$ cat config.mk
export PLATFORM = sky130hd
export DESIGN_NAME = tri_wdog
export DESIGN_NICKNAME = d
export VERILOG_FILES = /design/src/rtl/tri_wdog_pkg.sv /design/src/rtl/wdog_regif.sv /design/src/rtl/wdog_channel.sv /design/src/rtl/tri_wdog.sv
export SDC_FILE = /design/constraint.sdc
export NUM_CORES = 1
export LEC_CHECK = 0
export ABC_AREA = 1
export ABC_CLOCK_PERIOD_IN_PS = 1900
export BUFFER_PORTS_ARGS = -buffer_cell sky130_fd_sc_hd__buf_2
export CORE_UTILIZATION = 50
export DETAILED_ROUTE_END_ITERATION = 10
export GPL_ROUTABILITY_DRIVEN = 0
export PLACE_DENSITY = 0.7
export SETUP_SLACK_MARGIN = 0.2
export SYNTH_ARGS = -nofsm -noshare
export SYNTH_HDL_FRONTEND = slang
export SYNTH_SLANG_ARGS = --single-unit
export TNS_END_PERCENT = 10
$ cat constraint.sdc
create_clock -name clk -period 1.9 [get_ports clk]
set_clock_uncertainty 0.1 [all_clocks]
set_input_delay 0.38 -clock clk [delete_from_list [all_inputs] [get_ports clk]]
set_output_delay 0.38 -clock clk [all_outputs]
set_load 0.01 [all_outputs]
$ cat src/rtl/tri_wdog_pkg.sv
package tri_wdog_pkg;

    // datapath and map geometry
    localparam int unsigned DW       = 32;
    localparam int unsigned N_CH     = 3;
    localparam int unsigned AW       = 6;
    localparam int unsigned SLOT_LSB = 2;
    localparam int unsigned CH_LSB   = 4;
    localparam int unsigned CH_W     = AW - CH_LSB;
    localparam int unsigned IRQ_CH   = 0;

    // control bit positions (decoded by software)
    localparam int unsigned IE_BIT = 0;
    localparam int unsigned ST_BIT = 1;
    localparam int unsigned RE_BIT = 2;
    localparam int unsigned CTL_W  = 3;

    typedef enum logic [1:0] {
        SLOT_CNT  = 2'd0,
        SLOT_RTHR = 2'd1,
        SLOT_ITHR = 2'd2,
        SLOT_CTRL = 2'd3
    } slot_e;

    typedef struct packed {
        logic [DW-1:0] cnt;
        logic [DW-1:0] rthr;
        logic [DW-1:0] ithr;
        logic          ie;
        logic          st;
        logic          re;
    } chan_state_t;

endpackage

$ cat src/rtl/wdog_regif.sv
module wdog_regif
    import tri_wdog_pkg::*;
(
    input  logic                        reg_wr,
    input  logic [AW-1:0]               reg_addr,
    input  logic [N_CH-1:0][DW-1:0]     ch_cnt,
    input  logic [N_CH-1:0][DW-1:0]     ch_rthr,
    input  logic [N_CH-1:0][DW-1:0]     ch_ithr,
    input  logic [N_CH-1:0][CTL_W-1:0]  ch_ctrl,
    output logic [N_CH-1:0]             wr_cnt,
    output logic [N_CH-1:0]             wr_rthr,
    output logic [N_CH-1:0]             wr_ithr,
    output logic [N_CH-1:0]             wr_ctrl,
    output logic [DW-1:0]               reg_rdata
);

    logic            aligned;
    logic [CH_W-1:0] ch_idx;
    slot_e           slot;
    logic [N_CH-1:0] ch_sel;

    assign aligned = (reg_addr[SLOT_LSB-1:0] == '0);
    assign ch_idx  = reg_addr[AW-1:CH_LSB];
    assign slot    = slot_e'(reg_addr[CH_LSB-1:SLOT_LSB]);

    for (genvar c = 0; c < N_CH; c++) begin : g_dec
        assign ch_sel[c]  = aligned && (ch_idx == CH_W'(c));
        assign wr_cnt[c]  = reg_wr && ch_sel[c] && (slot == SLOT_CNT);
        assign wr_rthr[c] = reg_wr && ch_sel[c] && (slot == SLOT_RTHR);
        assign wr_ctrl[c] = reg_wr && ch_sel[c] && (slot == SLOT_CTRL);
        if (c == IRQ_CH) begin : g_ithr
            assign wr_ithr[c] = reg_wr && ch_sel[c] && (slot == SLOT_ITHR);
        end else begin : g_no_ithr
            assign wr_ithr[c] = 1'b0;
        end
    end

    // read mux: unmapped slots fall through to zero
    always_comb begin
        reg_rdata = '0;
        for (int c = 0; c < N_CH; c++) begin
            if (ch_sel[c]) begin
                unique case (slot)
                    SLOT_CNT:  reg_rdata = ch_cnt[c];
                    SLOT_RTHR: reg_rdata = ch_rthr[c];
                    SLOT_ITHR: reg_rdata = (c == IRQ_CH) ? ch_ithr[c] : '0;
                    SLOT_CTRL: reg_rdata = DW'(ch_ctrl[c]);
                    default:   reg_rdata = '0;
                endcase
            end
        end
    end

endmodule

$ cat src/rtl/wdog_channel.sv
module wdog_channel
    import tri_wdog_pkg::*;
#(
    parameter bit HAS_IRQ = 1'b0
) (
    input  logic             clk,
    input  logic             rst_n,
    input  logic             tick_en,
    input  logic             wr_cnt,
    input  logic             wr_rthr,
    input  logic             wr_ithr,
    input  logic             wr_ctrl,
    input  logic [DW-1:0]    wdata,
    output logic [DW-1:0]    cnt_o,
    output logic [DW-1:0]    rthr_o,
    output logic [DW-1:0]    ithr_o,
    output logic [CTL_W-1:0] ctrl_o,
    output logic             rst_req_o,
    output logic             irq_o
);

    chan_state_t s_d, s_q;
    logic        rst_hit;
    logic        irq_hit;
    logic        st_clr;

    // unsigned compares against the registered counter
    assign rst_hit = s_q.re && (s_q.cnt >= s_q.rthr);
    assign irq_hit = s_q.ie && (s_q.cnt >= s_q.ithr);
    assign st_clr  = wr_ctrl && wdata[ST_BIT];

    always_comb begin
        s_d = s_q;

        // software load beats the tick
        if (wr_cnt) begin
            s_d.cnt = wdata;
        end else if (tick_en) begin
            s_d.cnt = s_q.cnt + DW'(1);
        end

        if (wr_rthr) begin
            s_d.rthr = wdata;
        end
        if (wr_ctrl) begin
            s_d.re = wdata[RE_BIT];
        end

        if (HAS_IRQ) begin
            if (wr_ithr) begin
                s_d.ithr = wdata;
            end
            if (wr_ctrl) begin
                s_d.ie = wdata[IE_BIT];
            end
            // sticky flag: set beats clear
            s_d.st = (s_q.st && !st_clr) || irq_hit;
        end else begin
            s_d.ithr = '0;
            s_d.ie   = 1'b0;
            s_d.st   = 1'b0;
        end
    end

    always_ff @(posedge clk or negedge rst_n) begin
        if (!rst_n) begin
            s_q <= '0;
        end else begin
            s_q <= s_d;
        end
    end

    always_comb begin
        ctrl_o         = '0;
        ctrl_o[IE_BIT] = s_q.ie;
        ctrl_o[ST_BIT] = s_q.st;
        ctrl_o[RE_BIT] = s_q.re;
    end

    assign cnt_o     = s_q.cnt;
    assign rthr_o    = s_q.rthr;
    assign ithr_o    = s_q.ithr;
    assign rst_req_o = rst_hit;
    assign irq_o     = s_q.ie && s_q.st;

endmodule

$ cat src/rtl/tri_wdog.sv
module tri_wdog
    import tri_wdog_pkg::*;
(
    input  logic          clk,
    input  logic          rst_n,
    input  logic          tick_en,
    input  logic          reg_wr,
    input  logic [AW-1:0] reg_addr,
    input  logic [DW-1:0] reg_wdata,
    output logic [DW-1:0] reg_rdata,
    output logic          wdog_irq,
    output logic          rec_rst_req,
    output logic          sys_rst_req
);

    logic [N_CH-1:0]            wr_cnt;
    logic [N_CH-1:0]            wr_rthr;
    logic [N_CH-1:0]            wr_ithr;
    logic [N_CH-1:0]            wr_ctrl;
    logic [N_CH-1:0][DW-1:0]    ch_cnt;
    logic [N_CH-1:0][DW-1:0]    ch_rthr;
    logic [N_CH-1:0][DW-1:0]    ch_ithr;
    logic [N_CH-1:0][CTL_W-1:0] ch_ctrl;
    logic [N_CH-1:0]            ch_rst;
    logic [N_CH-1:0]            ch_irq;

    wdog_regif u_regif (
        .reg_wr    (reg_wr),
        .reg_addr  (reg_addr),
        .ch_cnt    (ch_cnt),
        .ch_rthr   (ch_rthr),
        .ch_ithr   (ch_ithr),
        .ch_ctrl   (ch_ctrl),
        .wr_cnt    (wr_cnt),
        .wr_rthr   (wr_rthr),
        .wr_ithr   (wr_ithr),
        .wr_ctrl   (wr_ctrl),
        .reg_rdata (reg_rdata)
    );

    for (genvar c = 0; c < N_CH; c++) begin : g_ch
        wdog_channel #(
            .HAS_IRQ (c == IRQ_CH)
        ) u_ch (
            .clk       (clk),
            .rst_n     (rst_n),
            .tick_en   (tick_en),
            .wr_cnt    (wr_cnt[c]),
            .wr_rthr   (wr_rthr[c]),
            .wr_ithr   (wr_ithr[c]),
            .wr_ctrl   (wr_ctrl[c]),
            .wdata     (reg_wdata),
            .cnt_o     (ch_cnt[c]),
            .rthr_o    (ch_rthr[c]),
            .ithr_o    (ch_ithr[c]),
            .ctrl_o    (ch_ctrl[c]),
            .rst_req_o (ch_rst[c]),
            .irq_o     (ch_irq[c])
        );
    end

    // channel 0 -> recovery, the rest -> normal reset
    assign rec_rst_req = ch_rst[0];
    assign sys_rst_req = |ch_rst[N_CH-1:1];
    assign wdog_irq    = ch_irq[IRQ_CH];

endmodule

==> results of run 1 <==
==> cell usage in the layout (no fill, tap or decap), types with 8 or more instances in the layout <==
cell type  netlist  final
nand2_1        674    627
buf_6            3     54
ha_4             0     22
dfrtp_1        229    228
buf_4            1    313
nand4_1         19     19
inv_2            8     58
buf_2           23     65
a21oi_2          0      9
inv_4            0     13
inv_1          348    278
nand3_1        101     83
o22ai_1        110     85
nor3_2           1     16
nand2_2          5     47
clkbuf_16        0     27
o22ai_2          0     21
o21ai_1          0     22
o21ai_0        190    159
nor2_2           3     29
o21ai_2          0      8
o221ai_1        29     26
nand3_2          4     20
ha_1           131    108
buf_12           0     24
a21oi_1         61     52
o211ai_1        27     27
o21bai_1        14     14
nor3_4           2     10
nor3_1          43     20
nor2_1         169    129
nor2_4           0     14
xor2_1          65     65
==> synth_stat cells <==
| cell type | count |
|---|---|
| o221ai_1 | 29 |
| dfrtp_1 | 229 |
| inv_2 | 8 |
| nor3_4 | 2 |
| o21ai_0 | 190 |
| nor4_1 | 3 |
| nand2_1 | 674 |
| nor2_2 | 3 |
| a21oi_1 | 61 |
| o21bai_1 | 14 |
| nor2_1 | 169 |
| buf_2 | 23 |
| nor3_1 | 43 |
| o211ai_1 | 27 |
| nand3_1 | 101 |
| nand2_2 | 5 |
| nor3_2 | 1 |
| buf_4 | 1 |
| nand4_1 | 19 |
| ha_1 | 131 |
| clkinv_1 | 3 |
| a21o_1 | 2 |
| nand3_2 | 4 |
| inv_1 | 348 |
| o22ai_1 | 110 |
| or2_2 | 1 |
| and2_1 | 1 |
| o21a_1 | 5 |
| nand3b_1 | 1 |
| buf_1 | 1 |
| buf_6 | 3 |
| clkbuf_1 | 48 |
| xor2_1 | 65 |
| nand2_4 | 1 |
| xnor2_1 | 1 |
==> sequential cells by signal, indices dropped and copies added (netlist names) <==
register / count
g_ch.u_ch.rthr_o: 96
g_ch.u_ch.ctrl_o: 5
g_ch.u_ch.cnt_o: 96
g_ch.u_ch.ithr_o: 32
==> metal layers <==
metal,GRT usage,share of wire,up-vias
met3,0.103,0.13,380
met1,0.525,0.37,8746
met5,0,0.00016,-
li1,-,-,8437
met4,0.266,0.080,2
met2,0.601,0.42,1411
==> power breakdown <==
part	internal, mW	switching (mW)	leakage [nW]	total, mW
registers	5.71	0.618	3.02	6.33
clock network	3.11	2.23	0.437	5.34
logic	3.99	5.42	7.32	9.41
total	12.8	8.27	10.8	21.1
==> timing repair <==
action,CTS,global route
endpoints found under the setup margin,97,114
gates resized for setup,241,170
hold buffers,4,0
setup buffers,16,29
pin swaps,93,74
hold endpoints to repair,119,0
==> final timing paths <==
check	cells past startpoint	slack [ps]	endpoint
max	11	-970	sys_rst_req
min	3	7	g_ch[1].u_ch.cnt_o[11]$_DFFE_PN0P_
max reg2reg	14	-360	g_ch[0].u_ch.ctrl_o[1]$_DFF_PN0_
min reg2reg	2	380	g_ch[2].u_ch.rthr_o[25]$_DFFE_PN0P_
max in group asynchronous	3	830	g_ch[2].u_ch.rthr_o[21]$_DFFE_PN0P_
min in group asynchronous	2	210	g_ch[0].u_ch.ithr_o[6]$_DFFE_PN0P_
==> stage by stage <==
step | TNS, ps | instance area (um2) | worst slack (ps) | util
final | -14270 | 22500 | -967 | 0.706
after global routing | -16630 | 22500 | -1020 | 0.706
after CTS | -12720 | 21700 | -877 | 0.680
after detailed placement | -34810 | 19800 | -508 | 0.621
after global placement | -25410 | 19800 | -459 | 0.621
after floorplan | 0 | 16400 | 67.8 | -
==> critical path: stages (launching register included) <==
cell and delay [ps]:
dfrtp_1 380, inv_2 70, ha_4 270, nand4_1 200, nor3_4 290, nand2_1 110, nand2_2 140, nand2_2 70
nand2_2 70, nand2_2 60, nand2_2 70, buf_6 100
==> logic make-up (layout without fill, tap and decap cells) <==
kind of cell	count (synthesis)	after routing
flip-flops	229	229
buffers and inverters	435	865
AO/OA/AOI/OAI	438	438
XOR/XNOR	66	66
adder cells (fa/ha/maj)	131	131
AND/OR/NAND/NOR	1028	1028
==> cell type report <==
type	instances	area, um2	share of cell area
Multi-Input combinational cell	1663	10100	0.450
Sequential cell	229	5730	0.255
Timing Repair Buffer	461	3820	0.170
Inverter	359	1410	0.0627
Clock buffer	36	779	0.0346
Tap cell	435	544	0.0242
Clock inverter	9	97.6	0.00434
==> impl_metrics.py, run 1 <==
metrics = {
    "route": {
        "wl_per_cell_um": 21.8,
        "ant_nets": 0,
        "via_count": 18976,
        "drt_pass1_iterations": 8,
        "drt-total-wl_mm": 69.5,
        "via_per_inst": 5.94,
        "first_iter_violations": 2807,
        "drc": 0,
    },
    "grt": {
        "grt_pass1_vias": 18038,
        "antenna_found_initial": 2,
        "overflow": 0,
        "grt_util_all_layers": 0.406,
        "grt_max_degree": 56,
        "grt_pass1_wl_mm": 103,
    },
    "critical_path": {
        "critPathRequiredTime_ps": 1420,
        "critPathCaptureType": "output port",
        "crit_start": "g_ch[1].u_ch.rthr_o[11]$_DFFE_PN0P_",
        "cp-start-kind": "flop",
        "crit_fanout": 3,
        "critPathKind": "reg -> out",
        "cp_data_arrival_time_ps": 2390,
        "r2r-start": "g_ch[0].u_ch.cnt_o[19]$_DFFE_PN0P_",
    },
    "placed_design": {
        "dpl.hpwl_mm": 51.0,
        "dpl.cell_count": 3098,
        "port_buffers": 76,
    },
    "logic_synthesis": {
        "synthXorXnorAreaFrac": 0.0353,
        "synth_area_leaders": "dfrtp_1 (35%), nand2_1 (15%), ha_1 (10%), inv_1 (8.0%), o21ai_0 (5.8%)",
        "yosysWarnings": 0,
        "synth_cell_types": 35,
        "yosysTopAreaCell": "dfrtp_1",
        "syn-cell-area_um2": 16400,
        "synthMuxAreaShare": 0,
        "ys_ff_latch": 229,
        "syn_area_per_cell_um2": 7.04,
        "yosysSeqAreaShare": 0.350,
        "synth-simple-area-share": 0.256,
        "syn-num-nets": 2500,
        "synth_compound_area_frac": 0.156,
        "synthAdderAreaFrac": 0.100,
        "synthCells": 2327,
        "synth_top_family_by_area": "simple AND/OR/NAND/NOR gates",
        "netlist.area_leader.share": 0.350,
    },
    "floorplanning": {
        "rows": 65,
        "die-area_um2": 33500,
        "io_pins": 77,
        "start_util": 0.514,
        "coreArea_um2": 31900,
        "die_y_um": 183,
        "die_w_um": 183,
    },
    "final_layout": {
        "area_delta_synth_final_pct": 37.4,
        "num-fill-cells": 2444,
        "fin_nets": 2914,
        "drive_gt1_frac": 0.289,
        "fin_cells": 3192,
        "n_antenna_cell": 0,
    },
    "clocking": {
        "htree_levels": 1,
        "cts-buffers-inserted": 27,
        "clock_path_buffers": 3,
        "cts-root-buf": "clkbuf_16",
        "cts.clk_slew.worst_paths_ps": 60,
        "clock-sinks": 229,
        "cts_tree": "done",
        "clock_latency_ps": 560,
    },
    "hold_path": {
        "hp-class": "in -> reg",
        "min_from": "reg_wdata[11]",
    },
    "sta": {
        "worst_pin_slew_ps": 602,
        "max_freq_mhz": 349,
        "fin_ws_ps": -967,
        "fin_crit_sh": 1.51,
        "finalSetupViolations": 47,
        "hold_ws_ps": 7.33,
        "rsz0062_at_grt": "true",
        "slew_headroom": 0.598,
        "hold_viol": 0,
        "final_max_slew_viol_count": 0,
        "layout_min_cycle_time_ps": 2870,
    },
    "status": {
        "outcome": "complete, but fails checks",
        "violations": "negative setup slack",
    },
    "pwr": {
        "power_mw": 21.1,
        "powerDensity_nw_per_um2": 937,
        "peakVddDrop_mv": 0.769,
        "p_leak_nw": 10.8,
    },
    "job": {
        "cap_violations": 0,
    },
}
Power figures use the tool's default switching activity.
==> run 2: changes to the inputs <==
--- a/config.mk
+++ b/config.mk
@@ -8,11 +8,12 @@
 export ABC_AREA = 1
 export ABC_CLOCK_PERIOD_IN_PS = 1900
 export BUFFER_PORTS_ARGS = -buffer_cell sky130_fd_sc_hd__buf_2
-export CORE_UTILIZATION = 50
+export CORE_UTILIZATION = 30
 export DETAILED_ROUTE_END_ITERATION = 10
 export GPL_ROUTABILITY_DRIVEN = 0
-export PLACE_DENSITY = 0.7
+export PLACE_DENSITY = 0.48
 export SETUP_SLACK_MARGIN = 0.2
+export SLEW_MARGIN = 10
 export SYNTH_ARGS = -nofsm -noshare
 export SYNTH_HDL_FRONTEND = slang
 export SYNTH_SLANG_ARGS = --single-unit
==> impl_metrics.py, run 2 (synthesis gave the netlist of run 1 again) <==
metrics = {
    "sta": {
        "finalSetupViolations": 37,
        "layout_min_cycle_time_ps": 2800,
        "rsz0062_at_grt": "true",
        "fin_crit_sh": 1.47,
        "max_freq_mhz": 357,
        "hold_ws_ps": 26.8,
        "worst_pin_slew_ps": 598,
        "hold_viol": 0,
        "final_max_slew_viol_count": 0,
        "fin_ws_ps": -898,
        "slew_headroom": 0.601,
    },
    "grt": {
        "grt_max_degree": 42,
        "grt_pass1_vias": 17405,
        "overflow": 0,
        "antenna_found_initial": 3,
        "grt_util_all_layers": 0.267,
        "grt_pass1_wl_mm": 111,
    },
    "clocking": {
        "cts-root-buf": "clkbuf_16",
        "cts.clk_slew.worst_paths_ps": 60,
        "clock_path_buffers": 3,
        "clock-sinks": 229,
        "cts_tree": "done",
        "clock_latency_ps": 590,
        "cts-buffers-inserted": 30,
        "htree_levels": 1,
    },
    "placed_design": {
        "placed_area_um2": 20600,
        "dp_worst_setup_slack_ps": -659,
        "port_buffers": 76,
        "dpl.hpwl_mm": 59.0,
    },
    "critical_path": {
        "critPathKind": "reg -> out",
        "r2r_cells": 14,
        "worstPathCellList": "ha_1, a21oi_1, nor2_1, nor3_1, nand2_1, a21oi_2, nand2_1, nand2_1, nand2_2, buf_6",
        "crit_top_cell": "nand2_1",
        "cp_data_arrival_time_ps": 2320,
        "cp-start-kind": "flop",
        "crit_buf_inv": 1,
        "critPathCaptureType": "output port",
        "slowest_stage": "dfrtp_1",
        "crit_fanout": 2,
        "critPathRequiredTime_ps": 1420,
        "reg2reg_to": "g_ch[0].u_ch.ctrl_o[1]$_DFF_PN0_",
        "rrSetupSlack_ps": -230,
        "r2r-start": "g_ch[0].u_ch.cnt_o[15]$_DFFE_PN0P_",
        "cpLargestDelayFamily": "simple AND/OR/NAND/NOR gates",
        "cp_slowest_stage_delay_ps": 390,
        "crit_cells": 10,
    },
    "hold_path": {
        "hold_depth": 3,
        "min_from": "reg_wdata[26]",
        "hp-class": "in -> reg",
        "hold_end": "g_ch[1].u_ch.cnt_o[26]$_DFFE_PN0P_",
    },
    "final_layout": {
        "layout_commonest_cell": "nand2_1",
        "final_cell_mix": "nand2_1 (623), buf_4 (339), inv_1 (280)",
        "n_antenna_cell": 0,
        "num-fill-cells": 5420,
        "multi_input_comb_area_um2": 10400,
        "drive_gt1_frac": 0.315,
        "fin_nets": 2962,
        "area_delta_synth_final_pct": 45.1,
        "seq_area_um2": 5730,
        "postLayoutCoreUtil": 0.441,
        "finish.instance_area_um2": 23800,
    },
    "route": {
        "drc": 0,
        "drt-total-wl_mm": 75.2,
        "ant_nets": 0,
        "first_iter_violations": 1543,
        "wl_per_cell_um": 21.4,
        "via_per_inst": 5.13,
        "drt_pass1_iterations": 6,
        "via_count": 17994,
    },
    "floorplanning": {
        "rows": 85,
        "die_w_um": 236,
        "coreArea_um2": 53900,
        "start_util": 0.304,
        "die-area_um2": 55500,
        "io_pins": 77,
        "die_y_um": 236,
    },
    "pwr": {
        "p_comb_frac": 0.439,
        "peakVddDrop_mv": 0.669,
        "intPower_mw": 13.5,
        "power_mw": 22.1,
        "powerDensity_nw_per_um2": 931,
        "p_sw_frac": 0.391,
        "p_leak_nw": 11.3,
        "p_sw_mw": 8.66,
        "p_seq_frac": 0.287,
        "clock_power_share": 0.274,
    },
    "status": {
        "outcome": "complete, but fails checks",
        "violations": "negative setup slack",
    },
    "job": {
        "cap_violations": 0,
    },
}
-- run 2: power by group through the flow --
stage | sequential [mW] | combinational, mW | clock (mW)
finish | 6.36 | 9.71 | 6.06
global route | 6.45 | 10.7 | 6.36
CTS | 6.30 | 8.67 | 6.17
detailed placement | 6.33 | 8.02 | 0
global placement | 6.32 | 7.89 | 0
floorplan | 6.44 | 4.09 | 0
-- run 2: metal layers --
layer / vias up / track usage / wire length (um)
met5: - / 0 / 0
met4: 0 / 0.114 / 3630
met2: 703 / 0.417 / 33000
met1: 8619 / 0.370 / 33700
met3: 132 / 0.0313 / 4890
li1: 8540 / - / -
-- run 2: worst max-delay path by stage --
stage	start	end	slack, ps
after floorplan	g_ch[1].u_ch.cnt_o[7]$_DFFE_PN0P_	sys_rst_req	70
after global placement	reg_addr[2]	reg_rdata[2]	-580
after detailed placement	reg_addr[2]	reg_rdata[2]	-660
after CTS	g_ch[2].u_ch.cnt_o[14]$_DFFE_PN0P_	sys_rst_req	-880
after global routing	g_ch[2].u_ch.rthr_o[3]$_DFFE_PN0P_	sys_rst_req	-1020
final	g_ch[2].u_ch.cnt_o[29]$_DFFE_PN0P_	sys_rst_req	-900
-- run 2: final cells by class --
class / count / share of cell area
flip-flops and latches: 229 / 0.241
multi-input cells: 1663 / 0.438
clock inverters: 14 / 0.00589
inverters: 359 / 0.0595
repair buffers: 506 / 0.181
clock buffers: 42 / 0.0382
well taps: 696 / 0.0366
-- run 2: repair_timing --
action,in CTS,in global routing
buffers inserted,15,26
hold endpoints to repair,171,0
pin swaps,65,97
gates cloned,0,0
hold buffers,8,0
gates resized for setup,231,246
endpoints found under the setup margin,103,114
-- run 2: worst register-to-register path: cells and delay by family, from the launching register on --
family	cells	cell delay, ps
AO/OA/AOI/OAI	1	60
AND/OR/NAND/NOR	8	730
flip-flops	1	400
buffers and inverters	4	420
adder cells (fa/ha/maj)	1	320
-- run 2: stage by stage --
stage / TNS, ps / cells
2_1_floorplan: 0 / 2327
3_3_place_gp: -36870 / 3404
3_5_place_dp: -43090 / 3404
4_1_cts: -15530 / 3483
5_1_grt: -18070 / 3509
6_report: -15000 / 3509
